<file path="config.mk">
export PLATFORM = sky130hd
export DESIGN_NAME = pwm3_top
export DESIGN_NICKNAME = d
export VERILOG_FILES = /design/src/rtl/pwm3_pkg.sv /design/src/rtl/pwm3_cmp_reg.sv /design/src/rtl/pwm3_counter.sv /design/src/rtl/pwm3_phase.sv /design/src/rtl/pwm3_top.sv
export SDC_FILE = /design/constraint.sdc
export NUM_CORES = 1
export LEC_CHECK = 0
export ABC_AREA = 1
export ABC_CLOCK_PERIOD_IN_PS = 5200
export BUFFER_PORTS_ARGS = -buffer_cell sky130_fd_sc_hd__buf_2
export CORE_UTILIZATION = 52
export CTS_CLUSTER_DIAMETER = 60
export DETAILED_ROUTE_END_ITERATION = 10
export MAX_ROUTING_LAYER = met4
export PLACE_DENSITY = 0.68
export SETUP_SLACK_MARGIN = 0.5
export SLEW_MARGIN = 25
export SYNTH_ARGS = -nofsm -noshare
export SYNTH_HDL_FRONTEND = slang
export SYNTH_SLANG_ARGS = --single-unit
</file>
<file path="constraint.sdc">
create_clock -name clk_i -period 5.2 [get_ports clk_i]
set_clock_uncertainty 0.2 [all_clocks]
set_input_delay 0.78 -clock clk_i [delete_from_list [all_inputs] [get_ports clk_i]]
set_output_delay 0.78 -clock clk_i [all_outputs]
set_load 0.1 [all_outputs]
</file>
<file path="src/rtl/pwm3_pkg.sv">
package pwm3_pkg;
  localparam int CW   = 13;              // significant compare bits
  localparam int WW   = CW + 3;          // left-aligned word width
  localparam int DW   = 8;               // bus byte
  localparam int AW   = 4;
  localparam int NREG = 4;               // period + three phases
  localparam int NPH  = NREG - 1;
  localparam int RSW  = $clog2(NREG);
  localparam logic [AW-1:0] ADDR_CTRL = AW'(2 * NREG);

  typedef logic [CW-1:0] cmp_t;
endpackage

</file>
<file path="src/rtl/pwm3_cmp_reg.sv">
module pwm3_cmp_reg
  import pwm3_pkg::*;
#(
  parameter cmp_t RST_VAL = '0
) (
  input  logic          clk_i,
  input  logic          rst_ni,
  input  logic          lo_we_i,
  input  logic          hi_we_i,
  input  logic [DW-1:0] wdata_i,
  input  logic          mode8_i,
  input  logic          update_i,
  output logic [WW-1:0] pre_o,
  output cmp_t          act_o,
  output logic          pend_o
);
  logic [WW-1:0] pre_q;
  cmp_t          act_q;
  logic          pend_q, defer_q;
  cmp_t          new_val;
  logic [CW:0]   sum;

  // round-up of the word formed by this high byte and the staged low byte
  always_comb begin
    sum = {1'b0, wdata_i, pre_q[7:3]} + {{CW{1'b0}}, pre_q[2]};
    if (mode8_i)     new_val = {{(CW-DW){1'b0}}, wdata_i};
    else if (sum[CW]) new_val = '1;
    else             new_val = sum[CW-1:0];
  end

  always_ff @(posedge clk_i or negedge rst_ni) begin
    if (!rst_ni) begin
      pre_q   <= {RST_VAL, 3'b000};
      act_q   <= RST_VAL;
      pend_q  <= 1'b0;
      defer_q <= 1'b0;
    end else begin
      if (lo_we_i) begin
        pre_q[7:0] <= wdata_i;
        pend_q     <= 1'b1;
      end
      if (hi_we_i) begin
        pre_q   <= {new_val, 3'b000};
        pend_q  <= 1'b0;
        defer_q <= 1'b0;
        if (defer_q || update_i) act_q <= new_val;
      end else if (update_i) begin
        if (pend_q) defer_q <= 1'b1;
        else        act_q   <= pre_q[WW-1:3];
      end
    end
  end

  assign pre_o  = pre_q;
  assign act_o  = act_q;
  assign pend_o = pend_q;
endmodule

</file>
<file path="src/rtl/pwm3_counter.sv">
module pwm3_counter
  import pwm3_pkg::*;
(
  input  logic clk_i,
  input  logic rst_ni,
  input  cmp_t per_i,
  output cmp_t cnt_o,
  output logic wrap_o
);
  cmp_t        cnt_q;
  logic [CW:0] nxt;

  assign nxt    = {1'b0, cnt_q} + {{CW{1'b0}}, 1'b1};
  // >= keeps the wrap safe when a deferred load shortens the period mid-count
  assign wrap_o = nxt >= {1'b0, per_i};

  always_ff @(posedge clk_i or negedge rst_ni) begin
    if (!rst_ni)     cnt_q <= '0;
    else if (wrap_o) cnt_q <= '0;
    else             cnt_q <= nxt[CW-1:0];
  end

  assign cnt_o = cnt_q;
endmodule

</file>
<file path="src/rtl/pwm3_phase.sv">
module pwm3_phase
  import pwm3_pkg::*;
(
  input  cmp_t cnt_i,
  input  cmp_t cmp_i,
  input  logic force_i,
  output logic pwm_o
);
  assign pwm_o = force_i | (cnt_i < cmp_i);
endmodule

</file>
<file path="src/rtl/pwm3_top.sv">
module pwm3_top
  import pwm3_pkg::*;
#(
  parameter int RST_PERIOD = 16
) (
  input  logic          clk_i,
  input  logic          rst_ni,
  input  logic          we_i,
  input  logic [AW-1:0] addr_i,
  input  logic [DW-1:0] wdata_i,
  output logic [DW-1:0] rdata_o,
  output logic [NPH-1:0] pwm_o,
  output logic          update_o
);
  logic [NREG-1:0]    lo_we, hi_we, pend;
  logic [WW-1:0]      pre_w [NREG];
  cmp_t               act   [NREG];
  logic [NREG*CW-1:0] act_flat;
  cmp_t               cnt_q;
  logic               mode8_q;
  logic [NPH-1:0]     ovf_q;
  logic               ctrl_we;
  logic [WW-1:0]      rd_word;

  for (genvar g = 0; g < NREG; g++) begin : g_reg
    assign lo_we[g] = we_i && (addr_i == AW'(2 * g));
    assign hi_we[g] = we_i && (addr_i == AW'(2 * g + 1));

    pwm3_cmp_reg #(
      .RST_VAL((g == 0) ? cmp_t'(RST_PERIOD) : cmp_t'(0))
    ) u_reg (
      .clk_i   (clk_i),
      .rst_ni  (rst_ni),
      .lo_we_i (lo_we[g]),
      .hi_we_i (hi_we[g]),
      .wdata_i (wdata_i),
      .mode8_i (mode8_q),
      .update_i(update_o),
      .pre_o   (pre_w[g]),
      .act_o   (act[g]),
      .pend_o  (pend[g])
    );
    assign act_flat[g*CW +: CW] = act[g];
  end

  pwm3_counter u_cnt (
    .clk_i (clk_i),
    .rst_ni(rst_ni),
    .per_i (act[0]),
    .cnt_o (cnt_q),
    .wrap_o(update_o)
  );

  for (genvar g = 0; g < NPH; g++) begin : g_ph
    pwm3_phase u_ph (
      .cnt_i  (cnt_q),
      .cmp_i  (act[g+1]),
      .force_i(mode8_q & ovf_q[g]),
      .pwm_o  (pwm_o[g])
    );
  end

  assign ctrl_we = we_i && (addr_i == ADDR_CTRL);

  always_ff @(posedge clk_i or negedge rst_ni) begin
    if (!rst_ni) begin
      mode8_q <= 1'b0;
      ovf_q   <= '0;
    end else begin
      if (ctrl_we) begin
        mode8_q <= wdata_i[0];
        ovf_q   <= wdata_i[NPH:1];
      end
      if (update_o) ovf_q <= '0;
    end
  end

  always_comb begin
    rdata_o = '0;
    rd_word = pre_w[addr_i[RSW:1]];
    if (addr_i < ADDR_CTRL)
      rdata_o = addr_i[0] ? rd_word[WW-1:DW] : rd_word[DW-1:0];
    else if (addr_i == ADDR_CTRL)
      rdata_o = {{(DW-NPH-1){1'b0}}, ovf_q, mode8_q};
  end
endmodule

</file>
# ---- Word level (Yosys, flattened, before mapping)
# Cells that the tools add are included.
dict set report totals {
  reg_bits 141
  latchBits 0
  ramBits 0
  romBits 0
  in_bits 15
  output_inout_bits 12
  elab_cells 153
  mem_count 0
}
dict set report classes {
  add_sub_neg 5
  mul 0
  n_div 0
  magnitude_cmp 6
  eq_ne 16
  shifts 0
  muxes 61
  bitwise_logic 7
  reduce_logical 35
}
# operator count
set ops {}
lappend ops {{2-to-1 mux 13 bit} 25}
lappend ops {{2-to-1 mux 8 bit} 10}
lappend ops {{adder 13 x 1 -> 14 bit} 4}
lappend ops {{less-than comparator 13 bit} 3}
lappend ops {{binary-select mux 16 bit (select 2 bit)} 1}
lappend ops {{2-to-1 mux 16 bit} 2}
lappend ops {{nonzero test 2 bit} 13}
lappend ops {{2-to-1 mux 1 bit} 20}
lappend ops {{== test 4 x 3 -> 1 bit (second input constant)} 4}
lappend ops {{adder 13 x 1 -> 14 bit (second input constant)} 1}
lappend ops {{>= comparator 14 x 13 -> 1 bit} 1}
lappend ops {{AND reduction 3 bit} 4}
lappend ops {{logical AND 1 bit} 9}
lappend ops {{== test 4 x 2 -> 1 bit (second input constant)} 2}
lappend ops {{inequality test 2 x 1 -> 1 bit (second input constant)} 4}
lappend ops {{inequality test 2 bit (second input constant)} 4}
lappend ops {{AND reduction 2 bit} 4}
lappend ops {{2-to-1 mux 3 bit} 2}
lappend ops {{== test 4 x 1 -> 1 bit (second input constant)} 1}
lappend ops {{== test 4 bit (second input constant)} 1}
lappend ops {{logical NOT 4 bit} 1}
lappend ops {{logical OR 1 bit} 4}
lappend ops {{less-than comparator 4 bit (second input constant)} 1}
lappend ops {{2-to-1 mux 4 bit} 1}
lappend ops {{4 further kinds} 8}

# ---- Longest topological paths before layout
# Gate-level depths: netlist of run 1.
dict set report depth {
  ltp_word 6
  mapped_depth 21
  ltp_nobuf 20
}

# ---- Hierarchy
# Synthesis of run 1 repeated with hierarchy kept, for this count alone.
dict set report unflattened {
  hier_cells 1486
  area_unflattened_um2 10152.2
}
# module instances cells_each area_per_inst_um2 seq_area_each_um2
set by_module_without_submodules {}
lappend by_module_without_submodules {{pwm3_cmp_reg at g_reg[1].u_reg ...} 3 225 1722.9 775.7}
lappend by_module_without_submodules {{pwm3_cmp_reg at g_reg[0].u_reg} 1 225 1725.4 778.2}
lappend by_module_without_submodules {pwm3_counter 1 160 1131.1 325.3}
lappend by_module_without_submodules {pwm3_top 1 237 1076.0 100.1}
lappend by_module_without_submodules {pwm3_phase 3 63 350.3 0.0}

# ---- Least setup slack after synthesis of run 1
# OpenSTA, ideal clock, no wires.
dict set report synth_timing {
  kind {input to output}
  from {input port addr_i[0]}
  to {output port rdata_o[0]}
  t_arrival_ns 3.587
  t_required_ns 4.220
  path_slack_ns 0.633
  stages 4
  n_path_buf 1
  path_cell_list {buf_2 -> nor4_2 -> inv_1 -> o21ai_0}
}
dict set report synth_between {
  elab_chain_cells 3
  word_cells_on_any_way 5
  classes_between {order compare: 1; eq/ne: 1; mux: 3}
}
# element line_no
set synth_rtl {}
lappend synth_rtl {{start: declaration} pwm3_top.sv:9} ;# input logic [AW-1:0] addr_i,
lappend synth_rtl {{branches (longest 2 deep; another with less-than comparator 4 bit)} n/a}
lappend synth_rtl {{2-to-1 mux 8 bit (*)} pwm3_top.sv:81} ;# if (addr_i < ADDR_CTRL)
lappend synth_rtl {{end: declaration} pwm3_top.sv:11} ;# output logic [DW-1:0] rdata_o,
# Mark *: on every way between the ends.

# ---- Final worst setup path of run 1
dict set report layout_timing {
  from {register u_cnt.cnt_q[2] (netlist: u_cnt.cnt_o[2])}
  to {output port update_o}
}
dict set report layout_between {
  elab_chain_cells 2
}
# element line_no
set layout_rtl {}
lappend layout_rtl {{start: declaration} pwm3_counter.sv:10} ;# cmp_t cnt_q;
lappend layout_rtl {{start signal: assignment} pwm3_counter.sv:20} ;# else cnt_q <= nxt[CW-1:0];
lappend layout_rtl {{adder 13 x 1 -> 14 bit} pwm3_counter.sv:13} ;# assign nxt = {1'b0, cnt_q} + {{CW{1'b0}}, 1'b1};
lappend layout_rtl {{>= comparator 14 x 13 -> 1 bit} pwm3_counter.sv:15} ;# assign wrap_o = nxt >= {1'b0, per_i};
lappend layout_rtl {{end: declaration} pwm3_top.sv:13} ;# output logic update_o
# No other way between the ends.

==> impl_metrics.yaml, run 1 <==
run_status:
  outcome: "complete, no violations"
power_and_ir_drop:
  p_clk_share_pct: 27.0
  combPwrFrac_pct: 37.1
  p_leak_uw: 0.00555
  swShare_pct: 41.4
  internal_power_uw: 2880
  seqPwrFrac_pct: 35.9
  ir_drop_uv: 253
  powerDensity_nw_per_um2: 475
  p_sw_uw: 2040
timing:
  tightestPinTransition_ns: 0.825
  clock.fmax_mhz: 241
  period_needed_ns: 4.16
  rsz0062_at_grt: "false"
  slew_violations: 0
  fin_tns_setup_ns: 0
  finalWorstSetupSlack_ns: 1.04
  hold_viol: 0
  fin_crit_sh_pct: 79.9
  max-slew-margin-rel_pct: 45.0
  setup-violations-final: 0
setup_path:
  arrival_ns: 3.18
  r2r_slack_ns: 1.44
  timing.rr.start: "u_cnt.cnt_o[2]$_DFF_PN0_"
  setup.worst_path.start: "u_cnt.cnt_o[2]$_DFF_PN0_"
  worstPathMaxFanout: 7
  start_kind: "flip-flop"
  r2r.worst_path.cells: 18
  crit_type: "flip-flop to output pin"
  worstPathRequired_ns: 4.22
  crit_path_end_kind: "output pin"
  critPathCapture: "update_o"
  r2r_end: "g_reg[2].u_reg.act_o[6]$_DFFE_PN0P_"
yosys:
  synth_ff_type: "dfrtp_1"
  yosysMostFrequentCell: "nand2_1"
  yosysWarningCount: 0
  syn_area_per_cell_um2: 7.19
  synth_area_leaders: "dfrtp_1 36%, nand2_1 16%, ha_1 7.5%, nand3_1 7.5%, inv_1 6.8%"
  synth_edf_count: 0
  synth-seq-cells: 141
  synth_nets: 1411
  yosysTopAreaCell: "dfrtp_1"
  netlist_area_um2: 9620
  yosysTopAreaCellShare_pct: 36.2
  ys_types: 43
  synth-async-reset-ratio_pct: 100
  syn_inst: 1338
  synthTopCellsByCount: "404 x nand2_1, 174 x inv_1, 144 x nand3_1, 139 x dfrtp_1, 88 x o21ai_0"
  synth_seq_area_share_pct: 36.7
clocking:
  root_buffer: "clkbuf_16"
  cts.clk_slew.worst_paths_ns: 0.06
  clk_path_buf_depth: 2
  ctsResizeCount: 0
  cts_hold_buf: 0
  numCtsBuffers: 17
  htree_levels: 4
  clock_latency_ns: 0.43
  post_cts_buffers: 0
  cts_tree: "done"
  clock-sinks: 141
final_layout:
  nNetsFinal: 1404
  num-fill-cells: 1745
  syn_to_final_growth_pct: 7.76
  instances_no_fill: 1573
  drive_above_1_share_pct: 9.53
grt:
  antenna_found_initial: 0
  gr-usage-all-layers_pct: 32.5
  grt_max_degree: 63
  grt_pass1_wl_um: 46200
  gr-total-overflow: 0
  grt_pass1_vias: 8495
routing:
  drt_iter0_drc: 885
  antenna_left: 0
  wl_per_cell_um: 18.5
  dr.pass1.iters: 6
  post-route-drc-count: 0
  via_per_inst: 5.69
  vias: 8957
  wl_um: 29200
die:
  initial_core_util_pct: 53.4
  ioPinCount: 27
  rows: 49
  fp.dieW_um: 138
  core_um2: 18000
  dieArea_um2: 19100
  die_h_um: 138
place:
  post-place-ws_ns: 1.47
  io_buffers: 26
  gp_congestion: 0.973
  dp_cells: 1541
  hpwl_um: 22200
job:
  maxCapViolations: 0
worst_hold_path:
  hp-class: "primary input to async pin"
## worst max-delay path, stage by stage, from the launching register on
cell and delay (ns):
dfrtp_1 0.46, nand3_1 0.16, nor2_2 0.17, nand2_1 0.08, nor2_1 0.16, nand3_1 0.12
nor2_1 0.14, xor2_1 0.19, inv_1 0.06, ha_1 0.29, nand2_1 0.07, nor3_1 0.18
nand2_1 0.16, nand3_2 0.10, buf_2 0.43
## per-layer routing
layer | part of all wire, % | GRT usage [%] | vias to the layer above
met3 | 7.0 | 4.71 | 121
met2 | 44 | 48.3 | 421
li1 | - | - | 4329
met5 | 0 | - | -
met1 | 43 | 42.4 | 4086
met4 | 6.2 | 18.9 | 0
## power groups by stage
stage / clock network [uW] / registers [uW] / logic (uW)
floorplan: 0 / 1650 / 1440
global placement: 0 / 1770 / 1770
detailed placement: 0 / 1770 / 1810
CTS: 1350 / 1760 / 1820
global route: 1390 / 1810 / 2090
finish: 1330 / 1770 / 1830
## cells in the final DEF (no fill, tap or decap), drive strengths merged, types with 12 or more instances in the layout
master / instances
a21oi: 53
buf: 30
clkbuf: 19
dfrtp: 139
ha: 58
inv: 188
nand2: 427
nand3: 149
nand4: 17
nor2: 66
nor3: 17
o211ai: 16
o21ai: 96
o22ai: 13
xor2: 12
## worst min path at each step
stage	endpoint	slack, ns	cells after the start
final	g_reg[1].u_reg.act_o[11]$_DFFE_PN0P_	0.12	1
after global routing	g_reg[1].u_reg.act_o[11]$_DFFE_PN0P_	0.17	1
after CTS	g_reg[1].u_reg.act_o[11]$_DFFE_PN0P_	0.15	1
after detailed placement	g_reg[0].u_reg.act_o[4]$_DFFE_PN1P_	0.26	2
after global placement	g_reg[0].u_reg.act_o[4]$_DFFE_PN1P_	0.25	2
after floorplan	g_reg[0].u_reg.act_o[10]$_DFFE_PN0P_	0.24	2
## sequential cells by signal (all words and copies together), names as in the netlist
| name | cells |
|---|---|
| ovf_q | 3 |
| g.u_reg.pre_o | 64 |
| g.u_reg.pend_o | 4 |
| u_cnt.cnt_o | 13 |
| mode8_q | 1 |
| g.u_reg.act_o | 52 |
| g.u_reg.defer_q | 4 |
## layout make-up
type | count | area, um2 | share of cell area [%]
flip-flops and latches | 141 | 3530 | 34.1
well taps | 229 | 287 | 2.76
inverters | 186 | 706 | 6.81
multi-input cells | 955 | 5040 | 48.6
repair buffers | 30 | 166 | 1.60
clock inverters | 12 | 184 | 1.77
diodes | 1 | 2.50 | 0.0241
clock buffers | 19 | 453 | 4.37
## kinds of logic after synthesis
kind of cell	count (synthesis)	share of synthesized area [%]
XOR/XNOR	18	1.64
adder cells (fa/ha/maj)	58	7.54
flip-flops	141	36.7
buffers and inverters	242	10.9
AND/OR/NAND/NOR	681	31.5
AO/OA/AOI/OAI	198	11.7
## through the flow
stage	power [uW]	instance area [um2]	util (%)	hold slack [ns]
final	4920	10400	57.5	0.125
after global routing	5290	10400	57.5	0.167
after CTS	4930	10400	57.5	0.155
after global placement	3550	9730	54.0	0.252
after floorplan	3080	9620	-	0.242
after detailed placement	3580	9730	54.0	0.256
Power figures use the tool's default switching activity.
==> inputs of run 2 (changes only) <==
--- a/config.mk
+++ b/config.mk
@@ -5,8 +5,8 @@
 export SDC_FILE = /design/constraint.sdc
 export NUM_CORES = 1
 export LEC_CHECK = 0
-export ABC_AREA = 1
-export ABC_CLOCK_PERIOD_IN_PS = 5200
+export ABC_AREA = 0
+export ABC_CLOCK_PERIOD_IN_PS = 3850
 export BUFFER_PORTS_ARGS = -buffer_cell sky130_fd_sc_hd__buf_2
 export CORE_UTILIZATION = 52
 export CTS_CLUSTER_DIAMETER = 60
==> constraint.sdc (replaced) <==
create_clock -name clk_i -period 3.85 [get_ports clk_i]
set_clock_uncertainty 0.2 [all_clocks]
set_input_delay 0.5775 -clock clk_i [delete_from_list [all_inputs] [get_ports clk_i]]
set_output_delay 0.5775 -clock clk_i [all_outputs]
set_load 0.1 [all_outputs]
==> impl_metrics.yaml, run 2 <==
run_status:
  outcome: "complete, no violations"
yosys:
  yosysTopAreaCellShare_pct: 38.2
  netlist_area_um2: 9110
  synth_seq_area_share_pct: 38.8
  synthTopCellsByCount: "139 x dfrtp_1, 113 x nand2_1, 69 x nor2_1, 58 x ha_1, 56 x inv_1"
  synth-xor-area-share_pct: 3.17
  syn_area_per_cell_um2: 9.59
  synth_edf_count: 0
  synth_ff_type: "dfrtp_1"
  synth_area_leaders: "dfrtp_1 38%, ha_1 8.0%, nand2_1 4.7%, mux4_2 4.0%, mux2_1 3.2%"
  synth_top_family_by_area: "simple AND/OR/NAND/NOR gates"
  syn_inst: 950
  yosysMostFrequentCell: "dfrtp_1"
  synthSimpleGateAreaFrac_pct: 17.4
  synth-compound-area-share_pct: 16.0
  synth-async-reset-ratio_pct: 100
  yosysTopAreaCell: "dfrtp_1"
  muxShareOfSynthArea_pct: 11.5
  synth_nets: 1023
  yosysWarningCount: 0
  ys_types: 71
  synth-adder-area-share_pct: 7.97
  synth-seq-cells: 141
final_layout:
  nNetsFinal: 1049
  diodes: 0
  num-fill-cells: 1486
  final_cell_mix: "138 x dfrtp_1, 113 x nand2_1, 64 x nor2_1"
  fin_area_um2: 10200
  drive_above_1_share_pct: 15.7
  largest_register_ffs: 64
  syn_to_final_growth_pct: 11.9
  final_util_pct: 59.4
  layout_commonest_cell: "dfrtp_1"
timing:
  max-slew-margin-rel_pct: 38.1
  fin_tns_setup_ns: 0
  tightestPinTransition_ns: 0.925
  clock.fmax_mhz: 281
  fin_crit_sh_pct: 92.3
  period_needed_ns: 3.55
  rsz0062_at_grt: "true"
  hold_viol: 0
  slew_violations: 0
  finalWorstSetupSlack_ns: 0.297
  setup-violations-final: 0
routing:
  via_per_inst: 6.29
  wl_um: 27500
  dr.pass1.iters: 5
  antenna_left: 0
  post-route-drc-count: 0
  wl_per_cell_um: 22.6
  vias: 7633
  drt_iter0_drc: 772
clocking:
  numCtsBuffers: 17
  cts.clk_slew.worst_paths_ns: 0.06
  clock-sinks: 141
  clk_path_buf_depth: 2
  htree_levels: 4
  root_buffer: "clkbuf_16"
  cts_tree: "done"
  clock_latency_ns: 0.43
die:
  dieArea_um2: 18000
  fp.dieW_um: 134
  core_um2: 17200
  rows: 48
  ioPinCount: 27
  initial_core_util_pct: 53.0
  die_h_um: 134
setup_path:
  crit_type: "flip-flop to output pin"
  worstPathMaxFanout: 3
  crit_path_end_kind: "output pin"
  start_kind: "flip-flop"
  cpMaxStageDelayCell: "dfrtp_1"
  worstPathRequired_ns: 3.07
  crit_buf_inv: 1
  cpPeakStageDelay_ns: 0.38
  arrival_ns: 2.78
  path_delay_family: "simple AND/OR/NAND/NOR gates"
  path_cells: "and4_4 > and3_4 > and3_1 > xor2_1 > ha_1 > nand3_2 > nor2_2 > o2111ai_2 > o211ai_4 > buf_12"
grt:
  antenna_found_initial: 0
  grt_pass1_vias: 7363
  gr-total-overflow: 0
  grt_max_degree: 76
  grt_pass1_wl_um: 42800
  gr-usage-all-layers_pct: 33.3
place:
  io_buffers: 26
  place_area_um2: 9520
  hpwl_um: 20500
  post-place-ws_ns: 0.232
  gp_congestion: 0.999
job:
  maxCapViolations: 0
power_and_ir_drop:
  powerDensity_nw_per_um2: 639
  p_leak_uw: 0.00483
  fin_total_pwr_uw: 6520
  ir_drop_uv: 377
worst_hold_path:
  hp-class: "primary input to flip-flop"
## run 2: cell count changes in the layout (fill, tap and decap cells not counted), moves of 19 or more
cell and change:
nand2_1 -291, nand3_1 -111, a21o_1 +26, buf_4 +29, nand2_2 -20, mux2i_1 +19, mux2_1 +26, o21ai_0 -52
inv_1 -118
## run 2: metal layers
metal | track usage, % | vias to the layer above | share of wire (%)
met5 | - | - | 0
met4 | 18.1 | 0 | 5.6
met3 | 7.07 | 71 | 8.9
met2 | 47.3 | 385 | 43
met1 | 44.5 | 3703 | 42
li1 | - | 3474 | -
## run 2: worst paths after layout
check                      cells past startpoint  slack (ns)                                  end                                start
max                                           10        0.30                             update_o             u_cnt.cnt_o[2]$_DFF_PN0_
min                                            3        0.28                 ovf_q[1]$_DFFE_PN0P_                                 we_i
max reg2reg                                   12        0.39  g_reg[3].u_reg.act_o[7]$_DFFE_PN0P_             u_cnt.cnt_o[2]$_DFF_PN0_
min reg2reg                                    2        0.28  g_reg[1].u_reg.pre_o[0]$_DFFE_PN0P_  g_reg[1].u_reg.pre_o[0]$_DFFE_PN0P_
max in group asynchronous                      3        2.06  g_reg[0].u_reg.pre_o[7]$_DFFE_PN1P_                               rst_ni
min in group asynchronous                      2        0.53                 ovf_q[1]$_DFFE_PN0P_                               rst_ni
## run 2: tightest hold or removal path: stages
cell	delay, ns
buf_2	0.14
nand3_1	0.08
a21oi_1	0.06
## run 2: per-stage QoR
stage	cells	hold slack, ns
after floorplan	950	0.0819
after global placement	1177	0.258
after detailed placement	1177	0.275
after CTS	1214	0.267
after global routing	1214	0.294
final	1214	0.277
## run 2: timing repair
item / CTS / global route
endpoints found under the setup margin: 55 / 60
pin swaps: 5 / 1
gates resized for setup: 12 / 6
hold buffers: 1 / 0
endpoints found under the hold margin: 11 / 0
setup buffers: 4 / 0
cloned: 0 / 0
## run 2: kinds of logic after synthesis
logic type                 count (synthesis)
AOI/OAI and AO/OA                        210
DFF                                      141
adders and majority gates                 58
xor gates and xnor gates                  33
and+or+nand+nor                          322
buffers and inverters                    110
muxes                                     76
## run 2: final cells by class
cell class / instances / area [um2] / area share (%)
Multi-Input combinational cell: 699 / 5150 / 50.5
Clock buffer: 19 / 443 / 4.34
Clock inverter: 13 / 141 / 1.39
Timing Repair Buffer: 60 / 430 / 4.22
Inverter: 57 / 214 / 2.10
Sequential cell: 141 / 3530 / 34.6
Tap cell: 225 / 282 / 2.76
## run 2: report_power, final
group | internal, uW | leakage [uW] | switching (uW)
combinational | 1040 | 0.00276 | 1490
clock | 974 | 0.000280 | 673
sequential | 1950 | 0.00178 | 391
